### src/rtl/dbgreg_pkg.sv
package dbgreg_pkg;

    localparam int WORD_W = 32;

    // Register offsets on the debug bus
    localparam logic [7:0] OFS_DATA0 = 8'h04;
    localparam logic [7:0] OFS_CTRL  = 8'h10;
    localparam logic [7:0] OFS_STAT  = 8'h11;
    localparam logic [7:0] OFS_ACS   = 8'h16;
    localparam logic [7:0] OFS_CMD   = 8'h17;
    localparam logic [7:0] OFS_DTREE = 8'h19;
    localparam logic [7:0] OFS_HSUM  = 8'h40;

    // Command type codes that launch
    localparam logic [7:0] KIND_REG = 8'h00;
    localparam logic [7:0] KIND_MEM = 8'h02;

    localparam logic [2:0]        ERR_BUSY  = 3'd1;
    localparam logic [WORD_W-1:0] CTRL_KEEP = 32'hF401_000C;

    typedef struct packed {
        logic [2:0]  size;
        logic        postexec;
        logic        transfer;
        logic        write;
        logic [15:0] regno;
    } reg_arg_t;

    typedef struct packed {
        logic       virt;
        logic [2:0] size;
        logic       postinc;
        logic       write;
        logic [1:0] target;
    } mem_arg_t;

    typedef struct packed {
        logic     busy;
        logic     start;
        logic [2:0] err;
        logic     is_mem;
        reg_arg_t ra;
        mem_arg_t ma;
    } seq_state_t;

endpackage

### src/rtl/dbgreg_cmd_decode.sv
module dbgreg_cmd_decode
    import dbgreg_pkg::*;
(
    input  logic [WORD_W-1:0] cmd_word,
    output logic              launch,
    output logic              is_mem,
    output reg_arg_t          reg_arg,
    output mem_arg_t          mem_arg
);

    logic [7:0]  kind;
    logic [23:0] arg;

    always_comb begin
        kind   = cmd_word[31:24];
        arg    = cmd_word[23:0];
        is_mem = (kind == KIND_MEM);
        launch = (kind == KIND_REG) || (kind == KIND_MEM);

        reg_arg.size     = arg[22:20];
        reg_arg.postexec = arg[18];
        reg_arg.transfer = arg[17];
        reg_arg.write    = arg[16];
        reg_arg.regno    = arg[15:0];

        mem_arg.virt     = arg[23];
        mem_arg.size     = arg[22:20];
        mem_arg.postinc  = arg[19];
        mem_arg.write    = arg[16];
        mem_arg.target   = arg[15:14];
    end

endmodule

### src/rtl/dbgreg_abs_seq.sv
module dbgreg_abs_seq
    import dbgreg_pkg::*;
(
    input  logic       clk,
    input  logic       rst_n,
    input  logic       cmd_wr,
    input  logic       launch,
    input  logic       is_mem_in,
    input  reg_arg_t   ra_in,
    input  mem_arg_t   ma_in,
    input  logic       done,
    input  logic       cs_wr,
    input  logic [2:0] clr_mask,
    output logic       busy,
    output logic       start,
    output logic [2:0] err,
    output logic       is_mem,
    output reg_arg_t   ra,
    output mem_arg_t   ma
);

    seq_state_t s_d, s_q;

    always_comb begin
        s_d       = s_q;
        s_d.start = 1'b0;
        if (s_q.busy && done) begin
            s_d.busy = 1'b0;
        end
        if (cs_wr) begin
            s_d.err = s_q.err & ~clr_mask;
        end
        if (cmd_wr) begin
            if (s_q.busy) begin
                s_d.err = ERR_BUSY;
            end else if (launch) begin
                s_d.start  = 1'b1;
                s_d.busy   = 1'b1;
                s_d.is_mem = is_mem_in;
                s_d.ra     = ra_in;
                s_d.ma     = ma_in;
            end
        end
    end

    always_ff @(posedge clk) begin
        if (!rst_n) begin
            s_q <= '0;
        end else begin
            s_q <= s_d;
        end
    end

    assign busy   = s_q.busy;
    assign start  = s_q.start;
    assign err    = s_q.err;
    assign is_mem = s_q.is_mem;
    assign ra     = s_q.ra;
    assign ma     = s_q.ma;

endmodule

### src/rtl/dbgreg_hub.sv
module dbgreg_hub
    import dbgreg_pkg::*;
#(
    parameter int              NUM_DATA     = 4,
    parameter logic [3:0]      VERSION      = 4'd2,
    parameter logic [31:0]     DEVTREE_ADDR = 32'h0000_4000
) (
    input  logic        clk,
    input  logic        rst_n,
    input  logic [7:0]  bus_addr,
    input  logic [31:0] bus_wdata,
    input  logic        bus_wr,
    input  logic        bus_rd,
    output logic [31:0] bus_rdata,
    input  logic        halted_in,
    input  logic        cmd_done,
    output logic        cmd_start,
    output logic        cmd_busy,
    output logic        cmd_is_mem,
    output logic [2:0]  ra_size,
    output logic        ra_postexec,
    output logic        ra_transfer,
    output logic        ra_write,
    output logic [15:0] ra_regno,
    output logic        ma_virtual,
    output logic [2:0]  ma_size,
    output logic        ma_postinc,
    output logic        ma_write,
    output logic [1:0]  ma_target
);

    localparam logic [3:0] DCOUNT = 4'(NUM_DATA);

    typedef struct packed {
        logic [NUM_DATA-1:0][WORD_W-1:0] data;
        logic [WORD_W-1:0]               ctrl;
        logic [WORD_W-1:0]               cmd;
        logic [WORD_W-1:0]               hsum;
        logic [WORD_W-1:0]               rdata;
    } regs_t;

    regs_t r_d, r_q;

    logic [NUM_DATA-1:0] data_sel;
    logic                dec_launch, dec_is_mem;
    reg_arg_t            dec_ra, seq_ra;
    mem_arg_t            dec_ma, seq_ma;
    logic [2:0]          abs_err;
    logic                cmd_wr, cs_wr;
    logic [WORD_W-1:0]   stat_word, acs_word, rd_val;

    for (genvar g = 0; g < NUM_DATA; g++) begin : g_dsel
        assign data_sel[g] = (bus_addr == OFS_DATA0 + 8'(g));
    end

    assign cmd_wr = bus_wr && (bus_addr == OFS_CMD);
    assign cs_wr  = bus_wr && (bus_addr == OFS_ACS);

    dbgreg_cmd_decode u_dec (
        .cmd_word (bus_wdata),
        .launch   (dec_launch),
        .is_mem   (dec_is_mem),
        .reg_arg  (dec_ra),
        .mem_arg  (dec_ma)
    );

    dbgreg_abs_seq u_seq (
        .clk       (clk),
        .rst_n     (rst_n),
        .cmd_wr    (cmd_wr),
        .launch    (dec_launch),
        .is_mem_in (dec_is_mem),
        .ra_in     (dec_ra),
        .ma_in     (dec_ma),
        .done      (cmd_done),
        .cs_wr     (cs_wr),
        .clr_mask  (bus_wdata[10:8]),
        .busy      (cmd_busy),
        .start     (cmd_start),
        .err       (abs_err),
        .is_mem    (cmd_is_mem),
        .ra        (seq_ra),
        .ma        (seq_ma)
    );

    always_comb begin
        stat_word = {20'b0, ~halted_in, ~halted_in, halted_in, halted_in,
                     1'b1, 3'b0, VERSION};
        acs_word  = {3'b0, 5'd0, 11'b0, cmd_busy, 1'b0, abs_err, 4'b0, DCOUNT};

        rd_val = '0;
        for (int i = 0; i < NUM_DATA; i++) begin
            if (data_sel[i]) rd_val = r_q.data[i];
        end
        case (bus_addr)
            OFS_CTRL:  rd_val = r_q.ctrl;
            OFS_STAT:  rd_val = stat_word;
            OFS_ACS:   rd_val = acs_word;
            OFS_CMD:   rd_val = r_q.cmd;
            OFS_DTREE: rd_val = DEVTREE_ADDR;
            OFS_HSUM:  rd_val = r_q.hsum;
            default:   ;
        endcase

        r_d = r_q;
        if (bus_rd) r_d.rdata = rd_val;
        if (bus_wr) begin
            for (int i = 0; i < NUM_DATA; i++) begin
                if (data_sel[i]) r_d.data[i] = bus_wdata;
            end
            if (bus_addr == OFS_CTRL) r_d.ctrl = bus_wdata & CTRL_KEEP;
            if (bus_addr == OFS_CMD)  r_d.cmd  = bus_wdata;
        end
    end

    always_ff @(posedge clk) begin
        if (!rst_n) begin
            r_q      <= '0;
            r_q.hsum <= {31'b0, halted_in};
        end else begin
            r_q <= r_d;
        end
    end

    assign bus_rdata   = r_q.rdata;
    assign ra_size     = seq_ra.size;
    assign ra_postexec = seq_ra.postexec;
    assign ra_transfer = seq_ra.transfer;
    assign ra_write    = seq_ra.write;
    assign ra_regno    = seq_ra.regno;
    assign ma_virtual  = seq_ma.virt;
    assign ma_size     = seq_ma.size;
    assign ma_postinc  = seq_ma.postinc;
    assign ma_write    = seq_ma.write;
    assign ma_target   = seq_ma.target;

endmodule

### config.mk
export PLATFORM = sky130hd
export DESIGN_NAME = dbgreg_hub
export DESIGN_NICKNAME = d
export VERILOG_FILES = /design/src/rtl/dbgreg_pkg.sv /design/src/rtl/dbgreg_cmd_decode.sv /design/src/rtl/dbgreg_abs_seq.sv /design/src/rtl/dbgreg_hub.sv
export SDC_FILE = /design/constraint.sdc
export NUM_CORES = 1
export LEC_CHECK = 0
export CAP_MARGIN = 40
export CORE_UTILIZATION = 35
export DETAILED_ROUTE_END_ITERATION = 16
export GPL_ROUTABILITY_DRIVEN = 0
export GPL_TIMING_DRIVEN = 0
export SETUP_SLACK_MARGIN = 0.05
export SYNTH_ARGS = -nofsm -noshare
export SYNTH_HDL_FRONTEND = slang
export SYNTH_HIERARCHICAL = 1
export SYNTH_SLANG_ARGS = --single-unit
### constraint.sdc
create_clock -name clk -period 2.93 [get_ports clk]
set_input_delay 0.586 -clock clk [delete_from_list [all_inputs] [get_ports clk]]
set_output_delay 0.586 -clock clk [all_outputs]
set_load 0.05 [all_outputs]
==> impl_metrics.toml <==
[pwr]
vdd_drop_max_mv = 0.373
powerDensity_mw_per_mm2 = 554
p_leak_nw = 4.38
total_power_mw = 7.08

[detailed_routing]
wl_mm = 37.0
drc_errors = 0
avgViaCountPerCell = 5.31
wire_per_inst_um = 19.8
ant_nets = 0
drt_iter0_markers = 1007
dr.pass1.iters = 5
dr_total_vias = 9926

[critical_path]
arrival_ns = 3.25
reg2reg_depth = 4
cp_top_family = "buffers and inverters"
required_ns = 3.38
worst-path-stages = 9
end_kind = "register"
cp_slowest_cell = "clkdlybuf4s50_1"
crit_type = "input pin to register"
cp-start-kind = "input pin"
critical_path.max_stage_delay_ns = 0.57
path_cells = "clkdlybuf4s50_1 > clkbuf_1 > nand3_1 > inv_1 > buf_4 > and3b_1 > buf_6 > buf_8 > mux2i_1"
crit_fanout = 12
crit_buf_inv = 6

[place]
place_hpwl_mm = 25.0
io_buffers = 107

[logic_synthesis]
synthesis.area_sq_mm = 0.0104
syn_nets = 1378
yosysWarningCount = 6
yosys_most_used_dff = "dfxtp_1"
avgSynthCellArea_sq_um = 7.79
synthArstFlopShare_pct = 0
syn-instance-count = 1332
synth-seq-cells = 237
synth_edf_count = 1
synth.distinct_cells = 52
synth-seq-area-share_pct = 45.8

[cts]
root_buffer = "clkbuf_16"
clock_latency_ns = 0.53
cts_setup_buffers = 0
clkTransAtPathRegs_ns = 0.06
cts_buffer_depth = 3
cts.sinks = 237
cts_buffers = 26
tritoncts = "built"
htreeDepth = 1

[floorplan]
start_util_pct = 35.9
die_h_um = 174
die_w_um = 174
coreArea_sq_mm = 0.0289
die_area_sq_mm = 0.0304
rows = 62
pin_count = 111

[grt]
antenna_found_initial = 1
grt_overflow_total = 0
grt_pass1_wl_mm = 56.1
grt_pass1_vias = 9497
grt_start_max_net_pins = 13
globalRouteTotalUtil_pct = 24.1

[finish]
nNetsFinal = 1514
drive_above_1_share_pct = 10.1
antennaDiodeCount = 0
n_fill_cell = 2983
area_growth_pct = 23.2

[outcome]
status = "finished clean"

[min_path]
whs_path_depth = 2
hold_class = "register to register"

[sta]
hold_viol = 0
rsz0062_at_grt = "no"
timing.hold.ws_ns = 0.448
min_period_ns = 2.80
slew_viol_final = 0
clock.fmax_mhz = 357
fin_crit_sh_pct = 95.7
setup_viol = 0
skew_ns = 0.00932
worstMarginPinSlew_ns = 0.902
maxSlewHeadroom_pct = 39.0

[flow_run]
cap_viol_max_count = 0
==> where the power goes <==
| part | switching (mW) | leakage (nW) | internal [mW] |
|---|---|---|---|
| clock | 1.35 | 0.406 | 1.86 |
| sequential | 0.0151 | 1.92 | 3.25 |
| combinational | 0.403 | 2.05 | 0.201 |
==> logic make-up (layout without fill, tap and decap cells) <==
logic type / Yosys count / in the layout / share of synthesized area [%]
multiplexers: 35 / 35 / 3.41
flip-flops: 237 / 237 / 45.8
AND/OR/NAND/NOR: 587 / 587 / 25.2
buffers and inverters: 175 / 329 / 9.41
AO/OA/AOI/OAI: 298 / 298 / 16.2
==> layout by cell type (no fill, tap or decap), types with 3 or more instances in the layout <==
master | netlist | layout
a211oi_1 | 32 | 32
a21oi_1 | 194 | 194
a22o_1 | 9 | 9
a31oi_1 | 16 | 16
and3_1 | 4 | 4
and3b_1 | 3 | 3
and4b_1 | 3 | 3
buf_2 | 22 | 21
buf_4 | 63 | 65
clkbuf_1 | 77 | 85
clkbuf_16 | 0 | 28
clkbuf_2 | 4 | 4
clkbuf_8 | 0 | 5
clkdlybuf4s50_1 | 0 | 107
clkinv_2 | 0 | 4
dfxtp_1 | 236 | 236
inv_1 | 3 | 3
mux2_2 | 3 | 3
mux2i_1 | 32 | 32
nand2_1 | 418 | 418
nand3_1 | 3 | 3
nand4b_1 | 3 | 3
nor2_1 | 35 | 35
nor2b_1 | 35 | 35
nor3_1 | 32 | 32
nor4b_1 | 4 | 3
o21ai_0 | 33 | 33
or4_1 | 30 | 30
==> flip-flops by register name, summed over array words and instances, names as in the netlist <==
name,count
r_d,1
u_seq/err,3
u_seq/ma,8
u_seq/is_mem,1
u_seq/start,1
bus_rdata,32
u_seq/busy,1
r_q,168
u_seq/ra,22
==> through the flow <==
stage,cells,cell area (sq um),setup TNS (ns),setup slack [ns],utilization (%)
2_1_floorplan,1332,10400,0,0.689,-
3_3_place_gp,1823,11900,-30.11,-0.649,41.2
3_5_place_dp,1824,11900,-29.37,-0.694,41.3
4_1_cts,1870,12800,0,0.178,44.2
5_1_grt,1870,12800,0,0.0955,44.2
6_report,1870,12800,0,0.126,44.2
==> final cells by class <==
cell class                      instances  area (sq um)  area share (%)
Clock inverter                          5          27.5           0.215
Clock buffer                           41           800            6.25
Multi-Input combinational cell        920          4670            36.5
Timing Repair Buffer                  108          1080            8.44
Tap cell                              384           480            3.76
Buffer                                171           965            7.54
Inverter                                4          15.0           0.117
Sequential cell                       237          4750            37.2
==> path summary, 6_finish.rpt <==
path	startpoint	endpoint	slack (ns)
min reg2reg	r_q[148]	r_q[148]	0.45
max reg2reg	u_seq/busy	u_seq/busy	1.52
min	r_q[148]	r_q[148]	0.45
max	bus_wr	u_seq/ra[20]	0.13
==> layer usage <==
layer	routed length, um	up-vias	global-route usage [%]	share of wire [%]
met5	0	-	0	0
met3	3160	105	4.35	8.5
met2	16600	447	38.7	45
met4	1340	0	9.36	3.6
met1	15900	4676	32.0	43
li1	-	4698	-	-
==> timing repair <==
| item | in CTS | in global routing |
|---|---|---|
| hold buffers | 0 | 0 |
| gates cloned | 0 | 0 |
| gates resized for setup | 2 | 1 |
| endpoints found under the setup margin | 33 | 9 |
==> worst reg2reg max path, delay by kind of cell, from the launching register on <==
kind,cells,cell delay [ns]
flip-flops,1,0.55
AO/OA/AOI/OAI,1,0.18
buffers and inverters,2,0.34
AND/OR/NAND/NOR,1,0.24
==> cell usage after synthesis, types with 2 or more instances <==
library cell	count	share of area [%]
a22o_1	9	0.76
a21o_1	2	0.14
clkbuf_2	4	0.19
nor4b_1	4	0.34
buf_4	63	4.6
buf_2	22	1.1
a21boi_0	2	0.14
and3b_1	3	0.25
and4b_1	3	0.29
nand2_1	418	15
and3_1	4	0.24
nand4b_1	3	0.25
buf_12	2	0.39
inv_1	3	0.11
and4_2	2	0.19
clkbuf_1	77	2.8
nand3_1	3	0.14
nor2_1	35	1.3
nor2b_1	35	2.1
a21oi_1	194	9.4
o21ai_0	33	1.6
mux2i_1	32	3.1
or4_1	30	2.2
o2bb2ai_1	2	0.17
nand4_1	2	0.12
and2_1	2	0.12
nor4_2	2	0.24
a211oi_1	32	2.3
nor4_1	2	0.12
a31oi_1	16	0.96
dfxtp_1	236	46
o221a_2	2	0.22
nor3_1	32	1.5
mux2_2	3	0.33
No activity file was read; power rests on OpenSTA's default activity.
